<file path="config.mk">
export PLATFORM = sky130hd
export DESIGN_NAME = kernel_ctl_slave
export DESIGN_NICKNAME = d
export VERILOG_FILES = /design/src/rtl/kctl_pkg.sv /design/src/rtl/kctl_bus.sv /design/src/rtl/kctl_regs.sv /design/src/rtl/kernel_ctl_slave.sv
export SDC_FILE = /design/constraint.sdc
export NUM_CORES = 1
export LEC_CHECK = 0
export BUFFER_PORTS_ARGS = -buffer_cell sky130_fd_sc_hd__buf_2
export CAP_MARGIN = 20
export CORE_MARGIN = 4
export CORE_UTILIZATION = 25
export DETAILED_ROUTE_END_ITERATION = 16
export SYNTH_ARGS = -nofsm -noshare
export SYNTH_HDL_FRONTEND = slang
export SYNTH_SLANG_ARGS = --single-unit
</file>
<file path="constraint.sdc">
create_clock -name clk -period 4.9 [get_ports clk]
set_input_delay 0.98 -clock clk [delete_from_list [all_inputs] [get_ports clk]]
set_output_delay 0.98 -clock clk [all_outputs]
set_load 0.005 [all_outputs]
</file>
<file path="src/rtl/kctl_pkg.sv">
package kctl_pkg;

  typedef enum logic [2:0] {
    SEL_CTL, SEL_GIE, SEL_IER, SEL_ISR, SEL_WIDTH, SEL_HEIGHT, SEL_PHASE, SEL_NONE
  } regSel_e;

  // Strobes from the bus control to the register datapath.
  typedef struct packed {
    logic    wrEn;
    regSel_e wrSel;
    logic    rdEn;
    regSel_e rdSel;
  } kctlStrobe_t;

  // Byte offsets; address bits 1:0 are ignored.
  function automatic regSel_e decodeOff(input logic [31:0] off);
    case (off & 32'hFFFF_FFFC)
      32'h00:  return SEL_CTL;
      32'h04:  return SEL_GIE;
      32'h08:  return SEL_IER;
      32'h0C:  return SEL_ISR;
      32'h10:  return SEL_WIDTH;
      32'h18:  return SEL_HEIGHT;
      32'h28:  return SEL_PHASE;
      default: return SEL_NONE;
    endcase
  endfunction

endpackage

</file>
<file path="src/rtl/kctl_bus.sv">
module kctl_bus
  import kctl_pkg::*;
#(
  parameter int ADDR_W = 6,
  parameter int DATA_W = 32
) (
  input  logic              clk,
  input  logic              rstN,
  input  logic [ADDR_W-1:0] awaddr,
  input  logic              awvalid,
  output logic              awready,
  input  logic              wvalid,
  output logic              wready,
  output logic [1:0]        bresp,
  output logic              bvalid,
  input  logic              bready,
  input  logic [ADDR_W-1:0] araddr,
  input  logic              arvalid,
  output logic              arready,
  output logic [DATA_W-1:0] rdata,
  output logic [1:0]        rresp,
  output logic              rvalid,
  input  logic              rready,
  input  logic [DATA_W-1:0] rdValue,
  output kctlStrobe_t       st
);

  logic wrTake;
  logic rdTake;

  assign wrTake  = awvalid && wvalid && !bvalid;
  assign rdTake  = arvalid && !rvalid;
  assign awready = wrTake;
  assign wready  = wrTake;
  assign arready = rdTake;
  assign bresp   = 2'b00;
  assign rresp   = 2'b00;

  always_comb begin
    st.wrEn  = wrTake;
    st.wrSel = decodeOff(32'(awaddr));
    st.rdEn  = rdTake;
    st.rdSel = decodeOff(32'(araddr));
  end

  always_ff @(posedge clk or negedge rstN) begin
    if (!rstN) begin
      bvalid <= 1'b0;
    end else if (wrTake) begin
      bvalid <= 1'b1;
    end else if (bready) begin
      bvalid <= 1'b0;
    end
  end

  always_ff @(posedge clk or negedge rstN) begin
    if (!rstN) begin
      rvalid <= 1'b0;
      rdata  <= '0;
    end else if (rdTake) begin
      rvalid <= 1'b1;
      rdata  <= rdValue;
    end else if (rready) begin
      rvalid <= 1'b0;
    end
  end


  bresp_hold_chk: assert property (@(posedge clk) disable iff (!rstN)
    bvalid && !bready |=> bvalid);


  rdata_hold_chk: assert property (@(posedge clk) disable iff (!rstN)
    rvalid && !rready |=> rvalid && $stable(rdata));

endmodule

</file>
<file path="src/rtl/kctl_regs.sv">
module kctl_regs
  import kctl_pkg::*;
#(
  parameter int DATA_W = 32,
  parameter int DIM_W  = 16
) (
  input  logic              clk,
  input  logic              rstN,
  input  kctlStrobe_t       st,
  input  logic [DATA_W-1:0] wdata,
  input  logic [DATA_W/8-1:0] wstrb,
  output logic [DATA_W-1:0] rdValue,
  output logic              kStart,
  input  logic              kDone,
  input  logic              kIdle,
  input  logic              kReady,
  output logic [DIM_W-1:0]  cfgWidth,
  output logic [DIM_W-1:0]  cfgHeight,
  output logic [1:0]        cfgPhase,
  output logic              irq
);

  // DIM_W must be a multiple of 8 and no larger than DATA_W.
  localparam int DIM_BYTES = DIM_W / 8;

  logic       startBit, doneBit, autoBit, gieBit;
  logic [1:0] ierBits, isrBits, phaseBits;
  logic [DIM_W-1:0] widthReg, heightReg;
  logic       prevDone, prevReady;

  logic wrCtl, wrGie, wrIer, wrIsr, wrWidth, wrHeight, wrPhase, rdCtl;
  logic startSet;
  logic [1:0] isrRise, isrFlip;
  logic unusedBits;

  assign wrCtl    = st.wrEn && (st.wrSel == SEL_CTL);
  assign wrGie    = st.wrEn && (st.wrSel == SEL_GIE);
  assign wrIer    = st.wrEn && (st.wrSel == SEL_IER);
  assign wrIsr    = st.wrEn && (st.wrSel == SEL_ISR);
  assign wrWidth  = st.wrEn && (st.wrSel == SEL_WIDTH);
  assign wrHeight = st.wrEn && (st.wrSel == SEL_HEIGHT);
  assign wrPhase  = st.wrEn && (st.wrSel == SEL_PHASE);
  assign rdCtl    = st.rdEn && (st.rdSel == SEL_CTL);

  assign startSet = (wrCtl && wstrb[0] && wdata[0]) || (autoBit && kDone);
  assign isrRise  = {kReady && !prevReady, kDone && !prevDone};
  assign isrFlip  = (wrIsr && wstrb[0]) ? wdata[1:0] : 2'b00;

  assign unusedBits = ^{wdata[DATA_W-1:DIM_W], wstrb[DATA_W/8-1:DIM_BYTES]};

  // Handshake and event state
  always_ff @(posedge clk or negedge rstN) begin
    if (!rstN) begin
      startBit  <= 1'b0;
      doneBit   <= 1'b0;
      isrBits   <= 2'b00;
      prevDone  <= 1'b0;
      prevReady <= 1'b0;
    end else begin
      if (startSet)                startBit <= 1'b1;
      else if (startBit && kReady) startBit <= 1'b0;

      if (kDone)      doneBit <= 1'b1;
      else if (rdCtl) doneBit <= 1'b0;

      isrBits   <= (isrBits ^ isrFlip) | isrRise;
      prevDone  <= kDone;
      prevReady <= kReady;
    end
  end

  // Plain configuration state
  always_ff @(posedge clk or negedge rstN) begin
    if (!rstN) begin
      autoBit   <= 1'b0;
      gieBit    <= 1'b0;
      ierBits   <= 2'b00;
      phaseBits <= 2'b00;
      widthReg  <= '0;
      heightReg <= '0;
    end else begin
      if (wrCtl && wstrb[0])   autoBit   <= wdata[7];
      if (wrGie && wstrb[0])   gieBit    <= wdata[0];
      if (wrIer && wstrb[0])   ierBits   <= wdata[1:0];
      if (wrPhase && wstrb[0]) phaseBits <= wdata[1:0];
      for (int b = 0; b < DIM_BYTES; b++) begin
        if (wrWidth && wstrb[b])  widthReg[b*8 +: 8]  <= wdata[b*8 +: 8];
        if (wrHeight && wstrb[b]) heightReg[b*8 +: 8] <= wdata[b*8 +: 8];
      end
    end
  end

  always_comb begin
    rdValue = '0;
    case (st.rdSel)
      SEL_CTL: begin
        rdValue[0] = startBit;
        rdValue[1] = doneBit;
        rdValue[2] = kIdle;
        rdValue[3] = kReady;
        rdValue[7] = autoBit;
      end
      SEL_GIE:    rdValue[0]       = gieBit;
      SEL_IER:    rdValue[1:0]     = ierBits;
      SEL_ISR:    rdValue[1:0]     = isrBits;
      SEL_WIDTH:  rdValue[DIM_W-1:0] = widthReg;
      SEL_HEIGHT: rdValue[DIM_W-1:0] = heightReg;
      SEL_PHASE:  rdValue[1:0]     = phaseBits;
      default:    rdValue          = '0;
    endcase
  end

  assign kStart    = startBit;
  assign cfgWidth  = widthReg;
  assign cfgHeight = heightReg;
  assign cfgPhase  = phaseBits;
  assign irq       = gieBit && |(isrBits & ierBits);


  start_handshake_chk: assert property (@(posedge clk) disable iff (!rstN)
    kStart && kReady && !kDone && !st.wrEn |=> !kStart);


  done_clear_chk: assert property (@(posedge clk) disable iff (!rstN)
    rdCtl && !kDone |=> !doneBit);


  auto_rearm_chk: assert property (@(posedge clk) disable iff (!rstN)
    autoBit && kDone |=> kStart);


  ready_rise_chk: assert property (@(posedge clk) disable iff (!rstN)
    $rose(kReady) |=> isrBits[1]);


  done_irq_chk: assert property (@(posedge clk) disable iff (!rstN)
    $rose(kDone) && gieBit && ierBits[0] && !st.wrEn |=> irq);

endmodule

</file>
<file path="src/rtl/kernel_ctl_slave.sv">
module kernel_ctl_slave
  import kctl_pkg::*;
#(
  parameter int ADDR_W = 6,
  parameter int DATA_W = 32,
  parameter int DIM_W  = 16
) (
  input  logic                clk,
  input  logic                rstN,
  input  logic [ADDR_W-1:0]   awaddr,
  input  logic                awvalid,
  output logic                awready,
  input  logic [DATA_W-1:0]   wdata,
  input  logic [DATA_W/8-1:0] wstrb,
  input  logic                wvalid,
  output logic                wready,
  output logic [1:0]          bresp,
  output logic                bvalid,
  input  logic                bready,
  input  logic [ADDR_W-1:0]   araddr,
  input  logic                arvalid,
  output logic                arready,
  output logic [DATA_W-1:0]   rdata,
  output logic [1:0]          rresp,
  output logic                rvalid,
  input  logic                rready,
  output logic                kStart,
  input  logic                kDone,
  input  logic                kIdle,
  input  logic                kReady,
  output logic [DIM_W-1:0]    cfgWidth,
  output logic [DIM_W-1:0]    cfgHeight,
  output logic [1:0]          cfgPhase,
  output logic                irq
);

  kctlStrobe_t       st;
  logic [DATA_W-1:0] rdValue;

  kctl_bus #(.ADDR_W(ADDR_W), .DATA_W(DATA_W)) uBus (
    .clk(clk), .rstN(rstN),
    .awaddr(awaddr), .awvalid(awvalid), .awready(awready),
    .wvalid(wvalid), .wready(wready),
    .bresp(bresp), .bvalid(bvalid), .bready(bready),
    .araddr(araddr), .arvalid(arvalid), .arready(arready),
    .rdata(rdata), .rresp(rresp), .rvalid(rvalid), .rready(rready),
    .rdValue(rdValue), .st(st)
  );

  kctl_regs #(.DATA_W(DATA_W), .DIM_W(DIM_W)) uRegs (
    .clk(clk), .rstN(rstN), .st(st),
    .wdata(wdata), .wstrb(wstrb), .rdValue(rdValue),
    .kStart(kStart), .kDone(kDone), .kIdle(kIdle), .kReady(kReady),
    .cfgWidth(cfgWidth), .cfgHeight(cfgHeight), .cfgPhase(cfgPhase),
    .irq(irq)
  );

endmodule

</file>
==> results.yml <==
run_status:
  status: "complete, no violations"
clock_tree:
  cts_resized: 0
  cts_buffers: 9
  cts_setup_buffers: 0
  clk_pin_slew_ps: 50
  cts_tree: "done"
  clk_latency_ps: 320
  cts_root_buffer: "clkbuf_16"
  hold_buffers: 0
  cts_sinks: 62
  htreeDepth: 3
  clock_path_buffers: 2
timing:
  setup_viol: 0
  rsz0062_at_grt: "no"
  finClkSkew_ps: 3.329
  fin_crit_sh_pct: 60.40
  hold_viol_final: 0
  clock.fmax_mhz: 337.9
  final_max_slew_viol_count: 0
  worst_pin_slew_ps: 788.7
  fin_tns_setup_ps: 0
  holdWs_ps: 418.8
  max-slew-margin-rel_pct: 47.20
  timing.final.crit_period_ps: 2959
placement:
  gp_congestion: 0.7803
  place_inst: 465
  dp_hpwl_mm: 5.564
  numPortBuffers: 92
final_layout:
  final_util_pct: 32.94
  final_cells: 481
  nets: 391
  area_delta_synth_final_pct: 28.46
  antenna_cells: 0
  fill_cells: 1179
  drive_above_1_share_pct: 45.56
routing:
  drt_iter0_markers: 60
  met3_length_um: 409
  vias: 2161
  top_layer_used: "met4"
  dr.pass1.iters: 4
  route.met2.wl_mm: 3.802
  routed_via_density: 4.493
  post-route-drc-count: 0
  drtAntennaViolNets: 0
  wire_per_inst_um: 15.57
  routed_wl_mm: 7.488
  m1WireLength_mm: 3.125
global_route:
  grt_pass1_vias: 2125
  grt_util_all_layers_pct: 11.26
  grt_max_degree: 63
  grt_first_pass_wirelength_mm: 11.47
  gr-total-overflow: 0
  antenna_found_initial: 0
yosys:
  synth_top_family_by_area: "multiplexers"
  syn_inst: 241
  synth_area_leaders: "dfrtp_1 53%, mux2_2 14%, buf_4 5.6%, a221oi_1 3.9%, nor2_1 3.3%"
  synthFlopType: "dfrtp_1"
  synth_most_common_cell: "dfrtp_1"
  ys_seq_area_share_pct: 52.99
  synth_compound_area_share_pct: 8.462
  synth_edf_count: 0
  synth_top_cell_area_share_pct: 52.99
  synthXorXnorAreaFrac_pct: 0.5983
  yosys.area_share.simple_pct: 12.99
  async_flop_share_pct: 100.0
  yosys-top-cells-count: "62 x dfrtp_1, 37 x mux2_2, 26 x nor2_1, 22 x buf_4, 13 x a221oi_1"
  syn_area_um2: 2928
  synth.area.mux_share_pct: 17.09
  yosysTopAreaCell: "dfrtp_1"
  avgSynthCellArea_um2: 12.15
  synth_fa_ha_area_share_pct: 0
  netlist-cell-type-count: 42
  synth-seq-cells: 62
  yosys_warnings: 0
critical_path:
  crit_type: "in2out"
  cp.required_ps: 3920
  worst_ep_arrival_time_ps: 1980
  startpoint_type: "primary input"
  end_kind: "output pin"
  cp_max_fo: 17
power:
  power.density_nw_per_um2: 394.8
  ir_worst_vdd_mv: 0.1879
  leakage_nw: 1.909
die:
  start_util_pct: 25.64
  die_w_um: 116.2
  dieArea_um2: 13510
  pin_count: 135
  fp-row-count: 39
  fp.dieH_um: 116.2
  core-area_um2: 11420
job:
  cap_viol_max_count: 0
hold_path:
  hp-class: "reg2reg"
-- worst max-delay path: stages --
cell and delay [ps]:
buf_2 90, nand2b_1 540, clkinv_1 190, buf_2 180
-- metrics by stage --
step / power [W] / cell area, um^2 / setup WS (ps)
4_1_cts: 0.001511 / 3761 / 1922
3_5_place_dp: 0.0008694 / 3460 / 1921
6_report: 0.001485 / 3761 / 1941
5_1_grt: 0.001566 / 3761 / 1841
2_1_floorplan: 0.0007515 / 2999 / 2242
3_3_place_gp: 0.0008622 / 3460 / 1931
-- registers in the layout (all words and copies together) (netlist names), 2 cells and up --
| register | count |
|---|---|
| uBus.rdata | 16 |
| uRegs.cfgHeight | 16 |
| uRegs.cfgWidth | 16 |
| uRegs.cfgPhase | 2 |
| uRegs.ierBits | 2 |
| uRegs.isrBits | 2 |
-- cells in the final DEF, fill, tap and decap left out, types with 3 or more instances in the layout --
cell	n
buf_2	92
mux2i_1	5
a22o_1	3
clkinv_2	3
o21ai_0	8
nor2b_1	4
a221oi_1	13
clkbuf_16	9
nand2b_1	3
inv_1	4
mux2_2	37
nor2_1	26
dfrtp_1	62
nand3_1	5
buf_4	3
nor3_1	4
nand2_1	3
conb_1	20
-- path summary, 6_finish.rpt --
| check | to | slack (ps) | cells past startpoint | start |
|---|---|---|---|---|
| worst max-delay path | arready | 1940 | 4 | arvalid |
| worst min-delay path | uRegs.isrBits[0] | 420 | 1 | uRegs.prevDone |
| min in group asynchronous | uBus.bvalid | 830 | 2 | rstN |
| worst max register to register | uRegs.cfgHeight[10] | 2850 | 4 | uBus.bvalid |
| worst min register to register | uRegs.isrBits[0] | 420 | 1 | uRegs.prevDone |
| max in group asynchronous | uBus.rdata[9] | 3550 | 2 | rstN |
-- cell type report --
class | instances | area (um^2) | share of cell area (%)
Timing Repair Buffer | 95 | 483.0 | 12.84
Clock inverter | 4 | 45.04 | 1.198
Tap cell | 143 | 178.9 | 4.757
Sequential cell | 62 | 1551 | 41.25
Multi-Input combinational cell | 160 | 1227 | 32.63
Clock buffer | 12 | 256.5 | 6.820
Inverter | 5 | 18.77 | 0.4990
-- metal layers --
metal | vias up | global-route usage [%]
li1 | 1021 | -
met1 | 1059 | 13.93
met2 | 69 | 18.27
met3 | 12 | 3.109
met4 | 0 | 5.182
met5 | - | 0
-- kinds of logic after synthesis --
kind of cell	after synthesis
mux	44
simple gates	61
xor+xnor	2
compound gates	33
other cells	1
flops	62
buf+inv	38
-- power by group --
part / total [W] / internal (W) / switching (W)
clock network: 0.000632 / 0.000418 / 0.000213
registers: 0.000626 / 0.000581 / 0.0000458
logic: 0.000227 / 0.000115 / 0.000112
total: 0.00149 / 0.00111 / 0.000371
Note: power is estimated with default switching activity, not from simulation.
